File: src/rtl/srp_pkg.sv
package srp_pkg;
    typedef enum logic [1:0] {
        SLOT_OFF   = 2'b00,
        SLOT_READ  = 2'b01,
        SLOT_WRITE = 2'b10
    } slot_e;

    localparam logic [1:0] CMD_DESEL = 2'b00;
    localparam logic [1:0] CMD_READ  = 2'b01;
    localparam logic [1:0] CMD_WRITE = 2'b10;
endpackage

File: src/rtl/srp_cmd_decode.sv
module srp_cmd_decode
    import srp_pkg::*;
(
    input  logic [1:0] cmd,
    input  logic       sleep,
    output slot_e      slot_nxt
);
    always_comb begin
        slot_nxt = SLOT_OFF;
        if (!sleep) begin
            unique case (cmd)
                CMD_READ:  slot_nxt = SLOT_READ;
                CMD_WRITE: slot_nxt = SLOT_WRITE;
                default:   slot_nxt = SLOT_OFF;
            endcase
        end
    end
endmodule

File: src/rtl/srp_out_reg.sv
module srp_out_reg
    import srp_pkg::*;
#(
    parameter int W = 36
) (
    input  logic         clk,
    input  logic         rst_n,
    input  slot_e        slot_in,
    input  logic [W-1:0] data_in,
    output slot_e        slot_q,
    output logic [W-1:0] data_q
);
    // slot register
    always_ff @(posedge clk) begin
        if (!rst_n) slot_q <= SLOT_OFF;
        else        slot_q <= slot_in;
    end

    // word register: loads only when a read enters this stage
    always_ff @(posedge clk) begin
        if (!rst_n)                    data_q <= '0;
        else if (slot_in == SLOT_READ) data_q <= data_in;
    end
endmodule

File: src/rtl/srp_drive_ctl.sv
module srp_drive_ctl
    import srp_pkg::*;
#(
    parameter int W = 36
) (
    input  logic         pipe_sel,
    input  logic         oe,
    input  logic         sleep,
    input  slot_e        slot_a,
    input  slot_e        slot_b,
    input  logic [W-1:0] flow_word,
    input  logic [W-1:0] reg_word,
    output logic         dq_en,
    output logic [W-1:0] dq_out
);
    logic         live;
    logic [W-1:0] word;

    always_comb begin
        unique case (pipe_sel)
            1'b1: begin
                live = (slot_b == SLOT_READ) && (slot_a != SLOT_WRITE);
                word = reg_word;
            end
            default: begin
                live = (slot_a == SLOT_READ);
                word = flow_word;
            end
        endcase
        dq_en  = live && oe && !sleep;
        dq_out = dq_en ? word : '0;
    end
endmodule

File: src/rtl/sram_rd_outpipe.sv
module sram_rd_outpipe
    import srp_pkg::*;
#(
    parameter int W = 36
) (
    input  logic         clk,
    input  logic         rst_n,
    input  logic         pipe_sel,
    input  logic [1:0]   cmd,
    input  logic [W-1:0] array_rdata,
    input  logic         oe,
    input  logic         sleep,
    output logic         dq_en,
    output logic [W-1:0] dq_out
);
    slot_e        a_nxt;
    slot_e        a_q;
    slot_e        b_nxt;
    slot_e        b_q;
    logic [W-1:0] b_word;

    srp_cmd_decode u_dec (
        .cmd      (cmd),
        .sleep    (sleep),
        .slot_nxt (a_nxt)
    );

    // command stage state register
    always_ff @(posedge clk) begin
        if (!rst_n) a_q <= SLOT_OFF;
        else        a_q <= a_nxt;
    end

    // sleep flushes the output stage as well, so nothing stale survives
    always_comb begin
        unique case (sleep)
            1'b1:    b_nxt = SLOT_OFF;
            default: b_nxt = a_q;
        endcase
    end

    srp_out_reg #(.W(W)) u_oreg (
        .clk     (clk),
        .rst_n   (rst_n),
        .slot_in (b_nxt),
        .data_in (array_rdata),
        .slot_q  (b_q),
        .data_q  (b_word)
    );

    srp_drive_ctl #(.W(W)) u_drv (
        .pipe_sel  (pipe_sel),
        .oe        (oe),
        .sleep     (sleep),
        .slot_a    (a_q),
        .slot_b    (b_q),
        .flow_word (array_rdata),
        .reg_word  (b_word),
        .dq_en     (dq_en),
        .dq_out    (dq_out)
    );
endmodule

File: config.mk
export PLATFORM = sky130hd
export DESIGN_NAME = sram_rd_outpipe
export DESIGN_NICKNAME = d
export VERILOG_FILES = /design/src/rtl/srp_pkg.sv /design/src/rtl/srp_cmd_decode.sv /design/src/rtl/srp_out_reg.sv /design/src/rtl/srp_drive_ctl.sv /design/src/rtl/sram_rd_outpipe.sv
export SDC_FILE = /design/constraint.sdc
export NUM_CORES = 1
export LEC_CHECK = 0
export BUFFER_PORTS_ARGS = -buffer_cell sky130_fd_sc_hd__buf_2
export CORE_MARGIN = 10
export CORE_UTILIZATION = 50
export DETAILED_ROUTE_END_ITERATION = 8
export HOLD_SLACK_MARGIN = 0.08
export PLACE_DENSITY_LB_ADDON = 0.25
export SYNTH_ARGS = -nofsm -noshare
export SYNTH_HDL_FRONTEND = slang
export SYNTH_SLANG_ARGS = --single-unit
File: constraint.sdc
create_clock -name clk -period 4.55 [get_ports clk]
set_input_delay 0.91 -clock clk [delete_from_list [all_inputs] [get_ports clk]]
set_output_delay 0.91 -clock clk [all_outputs]
set_load 0.01 [all_outputs]
Word-level counts from Yosys, hierarchy flattened

Cells that the tools add are included.

Memories kept: 0
Word-level logic and storage cells: 20
Bits in read-only memories: 0
RAM bits: 0
Output and inout port bits: 37
Flip-flop bits (word level): 40
Bits of input ports: 43
Bits in latches: 0

Equality and inequality tests: 6
Bitwise logic cells: 1
Reduce and logical (&&, ||, !) cells: 5
Div/mod/pow operators: 0
Add/sub/neg operators: 0
Multiplexer cells: 5
Multiply operators: 0
Shifts and indexed selects: 0
Order comparisons: 0

Operator list:

| kind               | number |
|---|---|
| $mux 36            | 2 |
| $eq 2x1->1 const B | 4 |
| $pmux 2 s2         | 1 |
| $logic_and 1x1->1  | 3 |
| $eq 2x2->1 const B | 1 |
| $mux 2             | 1 |
| $ne 2x2->1 const B | 1 |
| $reduce_or 2->1    | 1 |
| $logic_not 1->1    | 1 |
| $mux 1             | 1 |
| $not 1->1          | 1 |

Logic depth before layout (Yosys ltp)

Gate-level depths: netlist of the first run.

Depth after elaboration: 6
Depth in mapped cells: 5
Mapped depth without buffers: 3

Cells and area by module

A second synthesis of the first run with hierarchy kept.

Cell total of the unflattened synthesis: 264
Area, all modules: 2636.3 um2

By module, submodules not included:

| module          | area an instance (um2) | cells each | times used | seq. area each (um2) |
|---|---|---|---|---|
| srp_out_reg     | 1540.2                 | 161        | 1          | 760.7 |
| srp_drive_ctl   | 1016.0                 | 95         | 1          | 0.0 |
| sram_rd_outpipe | 65.1                   | 6          | 1          | 40.0 |
| srp_cmd_decode  | 15.0                   | 2          | 1          | 0.0 |

Worst setup path after synthesis of the first run

No wires, ideal clock.

Path kind: input -> output
From: input sleep
To: output dq_out[10]
Stages: 5
Arrival: 2.165 ns
Buffers on the path: 2
Data required time: 3.640 ns
Path slack: 1.475 ns
Cell sequence: or3b_1 buf_6 nor3b_4 buf_6 a22o_1

Longest elaborated chain between the ends: 3

RTL lines:

| element           | line                  | text |
|---|---|---|
| from (decl)       | sram_rd_outpipe.sv:12 | `input logic sleep,` |
| $logic_not 1->1   | srp_drive_ctl.sv:30   | `dq_en = live && oe && !sleep;` |
| $logic_and 1x1->1 | srp_drive_ctl.sv:30   |  |
| $mux 36           | srp_drive_ctl.sv:31   | `dq_out = dq_en ? word : '0;` |
| to (decl)         | sram_rd_outpipe.sv:14 | `output logic [W-1:0] dq_out` |

No other way between the ends.

Final worst setup path of the first run

From: input sleep
To: output dq_out[21]

The elaborated chain is that of the path after synthesis.

==> summary.txt, run 1 <==
Outcome
  • Status: complete, no violations

Worst setup path
  • CP arrival: 2370 ps
  • Crit end category: output port
  • Critical path type: primary input to output port
  • Setup crit start kind: primary input
  • CP max FO: 23
  • Worst path required time: 3640 ps

Timing
  • Setup ws final: 1266 ps
  • Hold Slack: 470.2 ps
  • Hold Vio Cnt, Final: 0
  • Fmax: 304.5 MHz
  • Setup TNS: 0 ps
  • Worst Clk Skew: 2.501 ps
  • Tcrit/Tclk final: 0.7218
  • Slew Limit Fails: 0
  • Tmin final: 3284 ps
  • RSZ-0062 raised after global routing: no
  • Tightest Pin Transition: 619.7 ps
  • # setup viols final: 0
  • Worst slew margin: 0.5869

Worst hold path
  • Worst Hold Class: flip-flop to flip-flop

Finish
  • Area grow syn2layout: 26.81%
  • Most frequent cells in the layout: buf_2, dfxtp_1
  • Multi-input gate area: 924.6 µm²
  • Layout Cells excl Fill: 332
  • Share of layout cells above drive strength 1: 0.3427
  • Final #Nets: 329
  • FF/Latch Area: 800.8 µm²
  • Number of diodes: 0
  • Fill cells: 295
  • Most common library cell in the layout ignoring fill and taps: buf_2

Drt
  • DRC viols: 0
  • 1st-iter DRT viols: 170
  • Vias per cell: 5.298
  • DRT Pass-1 Iters: 4
  • Antenna-violating nets left: 0
  • Drt total wl: 4581 µm
  • Routed len/inst: 13.80 µm
  • Vias: 1759

Synthesis
  • Post-synth top area share: 0.4378
  • Top cell type by total area after synthesis: dfxtp_1
  • Syn_area_per_cell: 8.469 µm²
  • Net count after synthesis: 259
  • Synth cell types: 16
  • Yosys reg bits: 40
  • Synthesis Warnings: 0
  • Post-synthesis cell count: 216
  • Mapped cell area: 1829 µm²
  • Top post-synthesis cells by area: dfxtp_1, a22o_1, nand3_1
  • Sequential-to-total area share from yosys stat: 0.4378

Global routing
  • Vias in the first global route: 1685
  • First-pass GRT wire length: 7417 µm
  • Initial antenna violation count: 0
  • All-Layer GR Usage: 0.1368
  • Largest net degree at the start of global routing: 73
  • Global route overflow: 0

Power
  • PD cells: 280.2 nW/µm²
  • Pleak: 1.083 nW
  • Tot Pwr: 650.0 µW
  • Peak supply drop: 0.2161 mV

Clocking
  • Sink Count: 40
  • Post-CTS Hold Buffers: 0
  • CTS buffer count: 5
  • Post-cts resize count: 0
  • H-tree depth: 2
  • CTS max path bufs: 2
  • CTS tree: built
  • Skew-Pair Late Insertion Delay: 270 ps
  • Setup bufs post-CTS: 0
  • Clock-pin slew on the worst setup and hold paths: 70 ps
  • CTS root buffer: clkbuf_8

Die
  • Die Height: 80.49 µm
  • Starting Density: 0.5314
  • Core Area: 3442 µm²
  • Std-Cell Rows: 21
  • Die X-Extent: 80.49 µm
  • IO Pins: 80
  • Total die area: 6478 µm²

Place
  • Total placed cells including tap cells: 325
  • IO Port Bufs: 79
  • Post-DP HPWL: 3364 µm
  • Pre-CTS setup slack: 1261 ps
  • Placer's final routability congestion estimate: 0.7158

Job
  • Maxcap violations: 0
-- per-stage QoR --
stage	utilization	area [µm²]
after CTS	0.6739	2320
after global routing	0.6739	2320
after floorplan	-	1829
final	0.6739	2320
after detailed placement	0.6459	2223
after global placement	0.6459	2223
-- logic make-up after synthesis --
| family | Yosys count | share of synthesized area |
|---|---|---|
| and+or+nand+nor | 82 | 0.2298 |
| buffers and inverters | 22 | 0.06156 |
| DFF | 40 | 0.4378 |
| AOI/OAI and AO/OA | 72 | 0.2709 |
-- power breakdown --
| group | leakage, nW | internal, mW | switching [mW] | total [mW] |
|---|---|---|---|---|
| sequential | 0.323 | 0.355 | 0.00229 | 0.357 |
| clock | 0.0503 | 0.135 | 0.108 | 0.243 |
| combinational | 0.710 | 0.0222 | 0.0281 | 0.0503 |
| total | 1.08 | 0.512 | 0.138 | 0.650 |
-- per-layer routing --
layer | share of wire | wire [µm] | global-route usage | vias up
met1 | 0.41 | 1879 | 0.1506 | 776
met4 | 0.0074 | 34 | 0.04577 | 0
li1 | - | - | - | 920
met5 | 0 | 0 | 0 | -
met2 | 0.46 | 2106 | 0.2189 | 59
met3 | 0.12 | 562 | 0.07350 | 4
-- cell type report --
class | instances | area share
Multi-Input combinational cell | 154 | 0.3986
Sequential cell | 40 | 0.3452
Clock buffer | 7 | 0.04153
Tap cell | 46 | 0.02481
Timing Repair Buffer | 85 | 0.1899
-- flip-flops by register name, summed over array words and instances (netlist names) --
signal         cells
a_q                2
u_oreg.data_q     36
u_oreg.slot_q      2
-- worst paths after layout --
path,start,to,slack (ps),cells after the start
setup / recovery,sleep,dq_out[21],1270,6
hold / removal,u_oreg.data_q[30],u_oreg.data_q[30],470,2
setup reg to reg,a_q[0],u_oreg.data_q[32],2940,4
hold reg to reg,u_oreg.data_q[30],u_oreg.data_q[30],470,2
-- critical path, cell delays in order --
cell and delay (ps):
buf_2 120, or3b_2 510, nor3b_4 220, buf_4 280, a22o_1 200, buf_2 130
-- synthesized netlist by cell type --
| master | n |
|---|---|
| clkbuf_1 | 11 |
| buf_1 | 7 |
| nor2b_1 | 1 |
| nor3b_4 | 1 |
| or2_2 | 1 |
| nand3b_1 | 1 |
| or3b_1 | 1 |
| nand3_1 | 36 |
| and3b_1 | 2 |
| nand2_1 | 36 |
| and4bb_2 | 2 |
| o21ai_0 | 36 |
| nor4b_2 | 1 |
| a22o_1 | 36 |
| buf_6 | 4 |
| dfxtp_1 | 40 |
(Power assumes the default switching activity.)
==> run 2: changes to the inputs <==
- CORE_UTILIZATION: 50 -> 47
- clock period: 4.55 -> 3.42 ns (I/O delays scaled with it)
==> run 2 against run 1 <==
  * Via count increased by 0.40%
  * First-iteration DRC count decreased by 31%
  * Cell area increased by 0.97%
  * Core utilization decreased by 4.4 points
  * Final cell count increased by 0.60%
  * Global-route usage increased by 0.20 points
  * Sequential power increased by 33%
  * Clock power increased by 55%
  * Worst hold slack improved by 2.0 ps
  * Clock skew increased by 1.9 ps
  * Largest cell class unchanged
==> summary.txt, run 2 (synthesized netlist as in run 1, its figures left out) <==
Outcome
  • Status: complete, no violations

Timing
  • Worst slew margin: 0.6168
  • Worst Clk Skew: 4.432 ps
  • # setup viols final: 0
  • Fmax: 356.9 MHz
  • Tightest Pin Transition: 574.9 ps
  • Slew Limit Fails: 0
  • Tcrit/Tclk final: 0.8194
  • RSZ-0062 raised after global routing: no
  • Tmin final: 2802 ps
  • Setup TNS: 0 ps
  • Hold Vio Cnt, Final: 0

Power
  • Net Switching: 202.1 µW
  • Pleak: 1.084 nW
  • Sw Ratio: 0.2199
  • PD cells: 392.3 nW/µm²
  • Internal: 716.9 µW
  • Clock Power Share: 0.410
  • Peak supply drop: 0.2836 mV
  • Comb pwr share: 0.073
  • Flop pwr share: 0.516

Place
  • Post-DP HPWL: 3383 µm
  • IO Port Bufs: 79
  • Placer's final routability congestion estimate: 0.7097

Worst hold path
  • Worst Hold Class: flip-flop to flip-flop
  • Hold path start: u_oreg.data_q[24]

Finish
  • Most common library cell in the layout ignoring fill and taps: buf_2
  • Most frequent cells in the layout: buf_2, dfxtp_1
  • Final #Nets: 328
  • Largest regs: u_oreg.data_q: 36 flops, a_q: 2 flops, u_oreg.slot_q: 2 flops
  • Reg with most FFs: u_oreg.data_q
  • Area grow syn2layout: 28.04%
  • Share of layout cells above drive strength 1: 0.3427
  • Max FFs per register: 36
  • Layout Utilization: 0.6303
  • Number of diodes: 0

Worst setup path
  • CP arrival: 2120 ps
  • Critical path type: primary input to output port
  • Worst path required time: 2740 ps
  • Critical Path Source: sleep
  • CP max FO: 37
  • Worst R2R Start: a_q[0]
  • Crit end category: output port
  • Setup crit start kind: primary input

Global routing
  • Vias in the first global route: 1632
  • All-Layer GR Usage: 0.1387
  • Global route overflow: 0
  • Initial antenna violation count: 0
  • Largest net degree at the start of global routing: 73
  • First-pass GRT wire length: 7465 µm

Drt
  • Antenna-violating nets left: 0
  • Routed len/inst: 14.13 µm
  • Drt total wl: 4718 µm
  • DRC viols: 0
  • DRT Pass-1 Iters: 4
  • Vias: 1766
  • Vias per cell: 5.287
  • 1st-iter DRT viols: 117

Clocking
  • CTS max path bufs: 2
  • CTS tree: built
  • Post-CTS Hold Buffers: 0
  • Clock-pin slew on the worst setup and hold paths: 80 ps
  • Sink Count: 40
  • Setup bufs post-CTS: 0
  • Post-cts resize count: 0
  • H-tree depth: 2
  • CTS root buffer: clkbuf_8
  • Skew-Pair Late Insertion Delay: 290 ps
  • CTS buffer count: 5

Die
  • IO Pins: 80
  • Die Height: 82.39 µm
  • Core Area: 3716 µm²
  • Total die area: 6787 µm²
  • Die X-Extent: 82.39 µm
  • Starting Density: 0.4923
  • Std-Cell Rows: 22

Job
  • Maxcap violations: 0
==> run 2: cell count changes in the layout (fill, tap and decap cells not counted) <==
cell	delta
buf_4	-2
clkbuf_8	-2
buf_12	+1
bufinv_16	+1
clkinv_2	+1
clkinvlp_4	+1
==> run 2: worst paths after layout <==
| check | endpoint | slack [ps] | depth (start not counted) |
|---|---|---|---|
| setup reg to reg | u_oreg.data_q[8] | 1850 | 4 |
| hold / removal | u_oreg.data_q[24] | 470 | 2 |
| setup / recovery | dq_out[12] | 620 | 6 |
| hold reg to reg | u_oreg.data_q[24] | 470 | 2 |
==> run 2: metal layers <==
metal / GRT usage / up-vias / part of all wire
li1: - / 919 / -
met1: 0.1587 / 787 / 0.42
met2: 0.2232 / 54 / 0.45
met3: 0.05724 / 6 / 0.11
met4: 0.05952 / 0 / 0.013
met5: 0 / - / 0
==> run 2: layout make-up <==
class | count | area, µm²
Clock buffer | 5 | 68.82
Clock inverter | 3 | 42.54
Fill cell | 335 | 1374
Multi-Input combinational cell | 154 | 924.6
Sequential cell | 40 | 800.8
Tap cell | 48 | 60.06
Timing Repair Buffer | 84 | 445.4
==> run 2: power groups by stage <==
stage	Sequential (mW)	Clock (mW)	Combinational, mW
floorplan	0.485	0	0.0320
detailed placement	0.486	0	0.0675
global route	0.475	0.405	0.0769
CTS	0.475	0.386	0.0678
finish	0.475	0.377	0.0674
global placement	0.485	0	0.0661
==> run 2: stage by stage <==
stage	setup WS [ps]	power (mW)	cells	hold slack [ps]	cell area, µm²
after global placement	644.8	0.5514	326	453.8	2231
final	617.8	0.9190	334	472.2	2342
after CTS	621.9	0.9284	334	474.7	2342
after floorplan	797.1	0.5166	216	444.7	1829
after detailed placement	623.8	0.5531	326	462.4	2231
after global routing	547.4	0.9573	334	492.7	2342
==> run 2: worst max-delay path: stages <==
cell and delay (ps):
buf_2 120, or3b_2 510, nor3b_4 250, buf_12 230, a22o_1 180, buf_2 130
